**src/rtl/seq_div_pkg.sv**
```systemverilog
`timescale 1ns/1ps
package seq_div_pkg;

  typedef enum logic [1:0] {
    DIV_U32   = 2'b00,
    DIV_S32   = 2'b01,
    DIV_U64   = 2'b10,
    DIV_U64_B = 2'b11
  } div_mode_e;

  // packed msb first: bit 7 .. bit 0
  typedef struct packed {
    logic x_n;
    logic x_z;
    logic x_v;
    logic x_c;
    logic i_n;
    logic i_z;
    logic i_v;
    logic i_c;
  } cc_t;

endpackage

```
**src/rtl/seq_div_prep.sv**
```systemverilog
`timescale 1ns/1ps
module seq_div_prep
  import seq_div_pkg::*;
#(
  parameter int unsigned DW = 64
) (
  input  div_mode_e          mode_i,
  input  logic [DW/2-1:0]    upper_i,
  input  logic [DW-1:0]      opa_i,
  input  logic [DW-1:0]      opb_i,
  output logic [DW-1:0]      dvd_mag_o,
  output logic [DW-1:0]      dvs_mag_o,
  output logic               neg_o,
  output logic               dvs_zero_o
);
  localparam int unsigned HW = DW / 2;

  logic [DW-1:0] dvd_raw;
  logic [DW-1:0] dvs_sx;

  assign dvd_raw = {upper_i, opa_i[HW-1:0]};
  assign dvs_sx  = {{HW{opb_i[HW-1]}}, opb_i[HW-1:0]};

  always_comb begin
    neg_o = 1'b0;
    unique case (mode_i)
      DIV_U32: begin
        dvd_mag_o = dvd_raw;
        dvs_mag_o = {{HW{1'b0}}, opb_i[HW-1:0]};
      end
      DIV_S32: begin
        dvd_mag_o = dvd_raw[DW-1] ? (~dvd_raw + 1'b1) : dvd_raw;
        dvs_mag_o = dvs_sx[DW-1]  ? (~dvs_sx + 1'b1)  : dvs_sx;
        neg_o     = dvd_raw[DW-1] ^ dvs_sx[DW-1];
      end
      default: begin
        dvd_mag_o = opa_i;
        dvs_mag_o = opb_i;
      end
    endcase
  end

  // magnitude is zero exactly when the selected divisor is zero
  assign dvs_zero_o = (dvs_mag_o == '0);

endmodule

```
**src/rtl/seq_div_core.sv**
```systemverilog
`timescale 1ns/1ps
module seq_div_core #(
  parameter int unsigned DW = 64
) (
  input  logic          clk_i,
  input  logic          rst_ni,
  input  logic          load_i,
  input  logic [DW-1:0] dvd_i,
  input  logic [DW-1:0] dvs_i,
  output logic          busy_o,
  output logic          fin_o,
  output logic [DW-1:0] quot_o
);
  localparam int unsigned CW = $clog2(DW);

  logic [DW-1:0] rem_q, quo_q, dvs_q;
  logic [CW-1:0] cnt_q;
  logic          busy_q, fin_q;
  logic [DW:0]   shifted, trial;

  assign shifted = {rem_q, quo_q[DW-1]};
  assign trial   = shifted - {1'b0, dvs_q};

  always_ff @(posedge clk_i or negedge rst_ni) begin
    if (!rst_ni) begin
      rem_q  <= '0;
      quo_q  <= '0;
      dvs_q  <= '0;
      cnt_q  <= '0;
      busy_q <= 1'b0;
      fin_q  <= 1'b0;
    end else begin
      fin_q <= 1'b0;
      if (load_i) begin
        rem_q  <= '0;
        quo_q  <= dvd_i;
        dvs_q  <= dvs_i;
        cnt_q  <= CW'(DW - 1);
        busy_q <= 1'b1;
      end else if (busy_q) begin
        // restore when the trial subtraction goes negative
        if (trial[DW]) begin
          rem_q <= shifted[DW-1:0];
          quo_q <= {quo_q[DW-2:0], 1'b0};
        end else begin
          rem_q <= trial[DW-1:0];
          quo_q <= {quo_q[DW-2:0], 1'b1};
        end
        if (cnt_q == '0) begin
          busy_q <= 1'b0;
          fin_q  <= 1'b1;
        end else begin
          cnt_q <= cnt_q - 1'b1;
        end
      end
    end
  end

  assign busy_o = busy_q;
  assign fin_o  = fin_q;
  assign quot_o = quo_q;

endmodule

```
**src/rtl/seq_div_post.sv**
```systemverilog
`timescale 1ns/1ps
module seq_div_post
  import seq_div_pkg::*;
#(
  parameter int unsigned DW = 64
) (
  input  div_mode_e     mode_i,
  input  logic          neg_i,
  input  logic [DW-1:0] quot_i,
  output logic [DW-1:0] res_o,
  output cc_t           cc_o
);
  localparam int unsigned HW = DW / 2;
  localparam logic [DW-1:0] U_SAT = {{HW{1'b0}}, {HW{1'b1}}};
  localparam logic [DW-1:0] S_MAX = {{(HW+1){1'b0}}, {(HW-1){1'b1}}};
  localparam logic [DW-1:0] S_MIN = {{(HW+1){1'b1}}, {(HW-1){1'b0}}};

  logic ovf;
  logic mag_big;   // magnitude >= 2^(HW-1)
  logic mag_top;   // magnitude == 2^(HW-1)-1

  assign mag_big = |quot_i[DW-1:HW-1];
  assign mag_top = ~mag_big & (&quot_i[HW-2:0]);

  always_comb begin
    ovf   = 1'b0;
    res_o = quot_i;
    unique case (mode_i)
      DIV_U32: begin
        ovf   = |quot_i[DW-1:HW];
        res_o = ovf ? U_SAT : {{HW{1'b0}}, quot_i[HW-1:0]};
      end
      DIV_S32: begin
        if (neg_i) begin
          ovf   = mag_big;
          res_o = ovf ? S_MIN : (~quot_i + 1'b1);
        end else begin
          ovf   = mag_big | mag_top;
          res_o = ovf ? S_MAX : quot_i;
        end
      end
      default: begin
        ovf   = 1'b0;
        res_o = quot_i;
      end
    endcase
  end

  always_comb begin
    cc_o     = '0;
    cc_o.i_v = ovf;
    cc_o.i_z = (res_o[HW-1:0] == '0);
    cc_o.i_n = res_o[HW-1];
    cc_o.x_z = (res_o == '0);
    cc_o.x_n = res_o[DW-1];
  end

endmodule

```
**src/rtl/seq_div.sv**
```systemverilog
`timescale 1ns/1ps
module seq_div
  import seq_div_pkg::*;
#(
  parameter int unsigned DW = 64
) (
  input  logic            clk_i,
  input  logic            rst_ni,
  input  logic            start_i,
  input  logic [1:0]      mode_i,
  input  logic [DW/2-1:0] upper_i,
  input  logic [DW-1:0]   opa_i,
  input  logic [DW-1:0]   opb_i,
  output logic            busy_o,
  output logic            done_o,
  output logic            div_zero_o,
  output logic [DW-1:0]   result_o,
  output logic [7:0]      flags_o
);
  div_mode_e     mode_in, mode_q;
  logic [DW-1:0] dvd_mag, dvs_mag, quot, post_res;
  logic          neg_in, neg_q, dvs_zero;
  logic          core_busy, core_fin, accept;
  cc_t           post_cc, cc_q;
  logic [DW-1:0] res_q;
  logic          done_q, dz_q;

  assign mode_in = div_mode_e'(mode_i);
  assign accept  = start_i & ~busy_o;

  seq_div_prep #(.DW(DW)) u_prep (
    .mode_i     (mode_in),
    .upper_i    (upper_i),
    .opa_i      (opa_i),
    .opb_i      (opb_i),
    .dvd_mag_o  (dvd_mag),
    .dvs_mag_o  (dvs_mag),
    .neg_o      (neg_in),
    .dvs_zero_o (dvs_zero)
  );

  seq_div_core #(.DW(DW)) u_core (
    .clk_i  (clk_i),
    .rst_ni (rst_ni),
    .load_i (accept & ~dvs_zero),
    .dvd_i  (dvd_mag),
    .dvs_i  (dvs_mag),
    .busy_o (core_busy),
    .fin_o  (core_fin),
    .quot_o (quot)
  );

  seq_div_post #(.DW(DW)) u_post (
    .mode_i (mode_q),
    .neg_i  (neg_q),
    .quot_i (quot),
    .res_o  (post_res),
    .cc_o   (post_cc)
  );

  always_ff @(posedge clk_i or negedge rst_ni) begin
    if (!rst_ni) begin
      mode_q <= DIV_U32;
      neg_q  <= 1'b0;
      res_q  <= '0;
      cc_q   <= '0;
      done_q <= 1'b0;
      dz_q   <= 1'b0;
    end else begin
      done_q <= 1'b0;
      dz_q   <= 1'b0;
      if (accept) begin
        mode_q <= mode_in;
        neg_q  <= neg_in;
        if (dvs_zero) begin
          done_q <= 1'b1;
          dz_q   <= 1'b1;
        end
      end
      if (core_fin) begin
        done_q <= 1'b1;
        res_q  <= post_res;
        cc_q   <= post_cc;
      end
    end
  end

  // stay busy through the finishing cycle so no start can collide with write-back
  assign busy_o     = core_busy | core_fin;
  assign done_o     = done_q;
  assign div_zero_o = dz_q;
  assign result_o   = res_q;
  assign flags_o    = cc_q;

endmodule

```
**config.mk**
```make
export PLATFORM = sky130hd
export DESIGN_NAME = seq_div
export DESIGN_NICKNAME = d
export VERILOG_FILES = /design/src/rtl/seq_div_pkg.sv /design/src/rtl/seq_div_prep.sv /design/src/rtl/seq_div_core.sv /design/src/rtl/seq_div_post.sv /design/src/rtl/seq_div.sv
export SDC_FILE = /design/constraint.sdc
export NUM_CORES = 1
export LEC_CHECK = 0
export BUFFER_PORTS_ARGS = -buffer_cell sky130_fd_sc_hd__clkbuf_2
export CAP_MARGIN = 10
export CORE_MARGIN = 1
export CORE_UTILIZATION = 46
export DETAILED_ROUTE_END_ITERATION = 8
export GPL_TIMING_DRIVEN = 0
export PLACE_DENSITY = 0.73
export REMOVE_ABC_BUFFERS = 1
export SYNTH_ARGS = -nofsm -noshare
export SYNTH_HDL_FRONTEND = slang
export SYNTH_SLANG_ARGS = --single-unit
```
**constraint.sdc**
```tcl
create_clock -name clk_i -period 7.72 [get_ports clk_i]
set_input_delay 0.772 -clock clk_i [delete_from_list [all_inputs] [get_ports clk_i]]
set_output_delay 0.772 -clock clk_i [all_outputs]
set_load 0.02 [all_outputs]
```
# Word-level counts from Yosys, hierarchy flattened

Cells that the tools add are included.

Register bits: 274
Input port bits: 165

Add/subtract/negate cells: 5
Eq/ne operators: 3
Multiplexer cells: 30
Bitwise gates (word level): 12
Reduce and logical (&&, ||, !) cells: 11

Operators with widths:

| kind                  | number |
|---|---|
| $mux 64               | 10 |
| $pmux 64 s2           | 3 |
| $add 64x1->64 const B | 3 |
| $not 64->64           | 3 |
| $logic_not 64->1      | 2 |
| $sub 65x64->65        | 1 |
| $reduce_or 33->1      | 1 |
| $logic_not 32->1      | 1 |
| $mux 32               | 1 |
| $reduce_or 32->1      | 1 |
| $reduce_and 31->1     | 1 |
| $mux 6                | 3 |
| $mux 1                | 12 |
| $logic_not 6->1       | 1 |
| $sub 6x1->6 const B   | 1 |
| $eq 2x1->1 const B    | 2 |
| $logic_not 2->1       | 2 |
| $and 1x1->1           | 3 |
| $not 1->1             | 3 |
| $ne 2x1->1 const B    | 1 |
| $or 1x1->1            | 2 |
| $pmux 1 s2            | 1 |
| $reduce_and 2->1      | 1 |
| $reduce_bool 2->1     | 1 |
| $xor 1x1->1           | 1 |

# Depth between registers and ports, before layout

Depth in word-level cells: 9
Gate-level depth with buffers: 17
Mapped depth without buffers: 14

# Hierarchy

Synthesis repeated with hierarchy kept, for this count alone.

Cells, all modules: 2549
Area total of the unflattened synthesis: 21209.1 um^2

Modules (own cells, without submodules):

| module       | instances | cells each | area each (um^2) |
|---|---|---|---|
| seq_div_core | 1         | 1532       | 12819.8 |
| seq_div_prep | 1         | 490        | 3210.6 |
| seq_div      | 1         | 166        | 3085.5 |
| seq_div_post | 1         | 361        | 2093.3 |

# Least setup slack after synthesis

No wires, ideal clock.

Path type: input-to-reg
Start point: in opb_i[3]
End point: reg u_core.quo_q[34] (netlist: u_core.quot_o[34])
Arrival time: 4.004 ns
Data required time: 7.594 ns
Slack: 3.590 ns
Cell stages on the path: 14
Buffers on the path: 4
Path through: buf_2 -> nor4_1 -> nand2_1 -> or3_1 -> buf_2 -> or4_1 -> a21oi_1 -> o22ai_1 -> nor4_1 -> or2_1 -> buf_4 -> buf_2 -> nor2_1 -> a221o_1

Cells in the longest elaborated chain, start to end: 8
Elaborated cells on any way between the ends: 9
Those cells by class: 1 x add/sub; 3 x mux; 3 x bitwise; 2 x reduce/logical

RTL lines:

| item                                                | RTL line           | text |
|---|---|---|
| start, declared                                     | seq_div.sv:13      | `input logic [DW-1:0] opb_i,` |
| $not 64->64                                         | seq_div_prep.sv:33 | `dvs_mag_o = dvs_sx[DW-1] ? (~dvs_sx + 1'b1) : dvs_sx;` |
| $add 64x1->64                                       | seq_div_prep.sv:33 |  |
| $mux 64                                             | seq_div_prep.sv:33 |  |
| $pmux 64 s2 *                                       | seq_div_prep.sv:26 | `unique case (mode_i)` |
| $logic_not 64->1 *                                  | seq_div_prep.sv:44 | `assign dvs_zero_o = (dvs_mag_o == '0);` |
| $not 1->1 *                                         | seq_div.sv:45      | `.load_i (accept & ~dvs_zero),` |
| $and 1x1->1 *                                       | seq_div.sv:45      |  |
| $mux 64 / $reduce_bool 2->1 (equally long branches) | n/a                |  |
| end signal, assigned                                | seq_div_core.sv:36 | `quo_q <= dvd_i;` |
| end signal, assigned                                | seq_div_core.sv:44 | `quo_q <= {quo_q[DW-2:0], 1'b0};` |
| end signal, assigned                                | seq_div_core.sv:47 | `quo_q <= {quo_q[DW-2:0], 1'b1};` |
| end, declared                                       | seq_div_core.sv:16 | `logic [DW-1:0] rem_q, quo_q, dvs_q;` |

Mark *: on every way between the ends. The rest lies on a longest branch, timed or not.
A chain may end at the register's enable or synchronous reset.

# Worst setup path in the final report

Start point: in opb_i[4]
End point: reg u_core.quo_q[0] (netlist: u_core.quot_o[0])

The elaborated chain is that of the path after synthesis.

==> results.md <==
- Antenna cells: 0
- Hold crit path type: in -> async
- Launch point of the worst reg-to-reg path: u_core.quot_o[63]$_DFFE_PN0P_
- Synth Area in Compound Gates: 23.45%
- YS warnings: 0
- Slew HR: 12.70%
- TritonCTS clock tree: yes
- DR WL met2: 28,280 um
- Layout cells sized above 1: 13.15%
- Post-CTS sizing: 0
- Simple-gate share of the synthesized area: 18.46%
- Xor/xnor share of the synthesized area: 6.862%
- Setup Slack @ Placement: 1.196 ns
- Pleak: 0.01015 uW
- Worst-case reg-to-reg path depth: 15
- Fill count: 4,021
- Pre-antenna DRT Iters: 6
- Reg-to-Reg End: u_core.rem_q[27]$_DFFE_PN0P_
- Worst Path Arrival: 6.46 ns
- Num ports: 240
- Final Instance Area: 22,260 sq um
- Synth Instances: 2,473
- Metal3 WL: 3549 um
- EDFF count, synth: 0
- Syn_area_per_cell: 8.000 sq um
- Crit start category: input pin
- Min Clock Period, post-route: 5.960 ns
- Drt initial violations: 1,325
- GRT Overall Usage: 26.87%
- Adder-cell share of the synthesized area: 4.591%
- Placed Area: 21,290 sq um
- Worst-Skew Late Latency: 0.58 ns
- Final setup margin: 1.760 ns
- RSZ-0062 raised after global routing: false
- Area Overhead vs Synth: 12.52%
- Share of flip-flops with an asynchronous set or reset: 100.0%
- Post-CTS Hold Fix Bufs: 0
- Global-route wire length before repair: 96,310 um
- Antenna violations before repair: 0
- Core Area: 42,230 sq um
- Count of different cell masters after synthesis: 77
- Deepest clock path buffer count: 3
- Area of the die: 43,840 sq um
- Total power: 3071 uW
- Post-Route Setup TNS: 0 ns
- Initial Util: 46.85%
- Vias per inst: 5.996
- Worst slew pin tran: 1.298 ns
- Post-CTS Setup Inserts: 0
- R2R setup slack: 2.63 ns
- Site row count: 75
- Most common cell after layout, fill and taps aside: a21oi_1
- Vias in the first global route: 18,280
- Ys flop type: dfrtp_1
- Routability Congestion: 0.9324
- Highest routed layer: met4
- Max rail drop VDD: 0.1464 mV
- Die X: 209.4 um
- Post-DRT Antenna Nets: 0
- Max Fclk: 0.1678 GHz
- Fin crit share: 77.20%
- Register bit total from synthesis: 272
- CTS buffer count: 30
- P per Cell Area: 138.0 nW/um^2
- Routed length on met1: 25,790 um
- Root buffer cell: clkbuf_16
- Final core utilization: 52.71%
- Final Hold Vio Count: 0
- Final #Nets: 2,817
- Synth area leaders: dfrtp_1 34%, a21oi_1 8.7%, mux2i_1 5.4%
- Post-synthesis mux area share: 6.103%
- Dpl hpwl: 43,970 um
- Share of the synthesized area in the top cell type: 34.40%
- Register area share after synthesis: 34.40%
- DR vias: 18,830
- CP required: 8.22 ns
- Number of max-cap violations: 0
- Die Ht: 209.4 um
- Reg clk slew, reported paths: 0.06 ns
- Crit Path Class: in -> reg
- Clock Skews: 0.01101 ns
- CTS H-Tree Depth: 1
- Status: finished, final reports clean
- Largest family of logic cells by synthesized area: compound AO/OA/AOI/OAI gates
- I/O Buffers: 236
- Sink Count: 272
- Netlist Area Pre-Place: 19,780 sq um
- CP Max Fanout: 95
- Largest net degree at the start of global routing: 117
- Largest area contributor in the netlist: dfrtp_1
- Commonest non-fill, non-tap cells in the layout: 340 x a21oi_1, 270 x dfrtp_1, 253 x nor2_1
- Final setup vio count: 0
- Drt drc: 0
- Slew Viols, Final: 0
- Overflow after GRT: 0
- Drt total wl: 59,340 um
- Worst setup EP type: register
- WL/cell: 18.90 um
## registers in the layout, summed over array words and instances, names as in the netlist
signal,count
div_zero_o,1
mode_q,2
u_core.quot_o,64
u_core.fin_o,1
u_core.rem_q,64
flags_o,4
u_core.dvs_q,64
u_core.busy_o,1
done_o,1
u_core.cnt_q,6
neg_q,1
result_o,63
## final cells by class
cell class,count,area [sq um],share of cell area [%]
Tap cell,539,674.4,3.030
Timing Repair Buffer,253,1570,7.054
Multi-Input combinational cell,1913,11820,53.08
Sequential cell,272,6814,30.61
Inverter,110,414.1,1.860
Clock inverter,8,72.57,0.3260
Clock buffer,45,898.4,4.036
## where the power goes
group | switching [uW] | internal, uW
logic | 137 | 81.9
clock network | 598 | 829
registers | 0 | 1430
## Yosys cell counts, types with 28 or more instances
| master | count |
|---|---|
| clkbuf_1 | 134 |
| mux2i_1 | 106 |
| o21ai_0 | 173 |
| dfrtp_1 | 272 |
| xor2_1 | 65 |
| nand3_1 | 58 |
| nor4_1 | 45 |
| a211oi_1 | 33 |
| nor3_1 | 50 |
| o21ai_1 | 28 |
| a21oi_1 | 342 |
| inv_1 | 107 |
| a21o_1 | 37 |
| ha_1 | 71 |
| nor2_1 | 253 |
| nand4_1 | 42 |
| nand2_1 | 218 |
| xnor2_1 | 90 |
## worst max-delay path by stage
stage | startpoint | end | slack (ns)
after detailed placement | opb_i[4] | u_core.quot_o[47]$_DFFE_PN0P_ | 1.20
final | opb_i[4] | u_core.quot_o[0]$_DFFE_PN0P_ | 1.76
after global routing | opb_i[4] | u_core.quot_o[0]$_DFFE_PN0P_ | 1.09
after global placement | u_core.busy_o$_DFF_PN0_ | u_core.rem_q[49]$_DFFE_PN0P_ | -9.23
after floorplan | u_core.busy_o$_DFF_PN0_ | u_core.rem_q[49]$_DFFE_PN0P_ | -3.59
after CTS | opb_i[4] | u_core.quot_o[47]$_DFFE_PN0P_ | 1.79
## per-stage QoR
step / hold WS, ns / cells
floorplan: 0.4498 / 2295
global placement: 0.4657 / 3070
detailed placement: 0.4707 / 3087
CTS: 0.1580 / 3140
global route: 0.1780 / 3140
finish: 0.1555 / 3140
## per-layer routing
metal  vias up  track usage (%)
li1       9065                -
met1      9048            35.64
met2       596            45.36
met3       120            3.427
met4         0            8.798
met5         -                0
## worst max-delay path, cell delays in order
cell and delay, ns:
clkbuf_2 0.14, nor4_1 0.99, nand2_1 0.34, nor3_2 0.77, a41oi_1 0.27, xnor2_1 0.35, nand3_1 0.12, nor4_1 0.34
or2_4 0.52, buf_16 0.37, buf_16 0.34, and2_2 0.82, nand2_1 0.13, o211ai_1 0.12
## cells by family after synthesis
logic type / after synthesis
compound gates: 783
xor+xnor: 155
fa+ha+maj: 72
buf+inv: 290
flops: 272
mux: 119
other cells: 1
simple gates: 781
(Power assumes the default switching activity.)
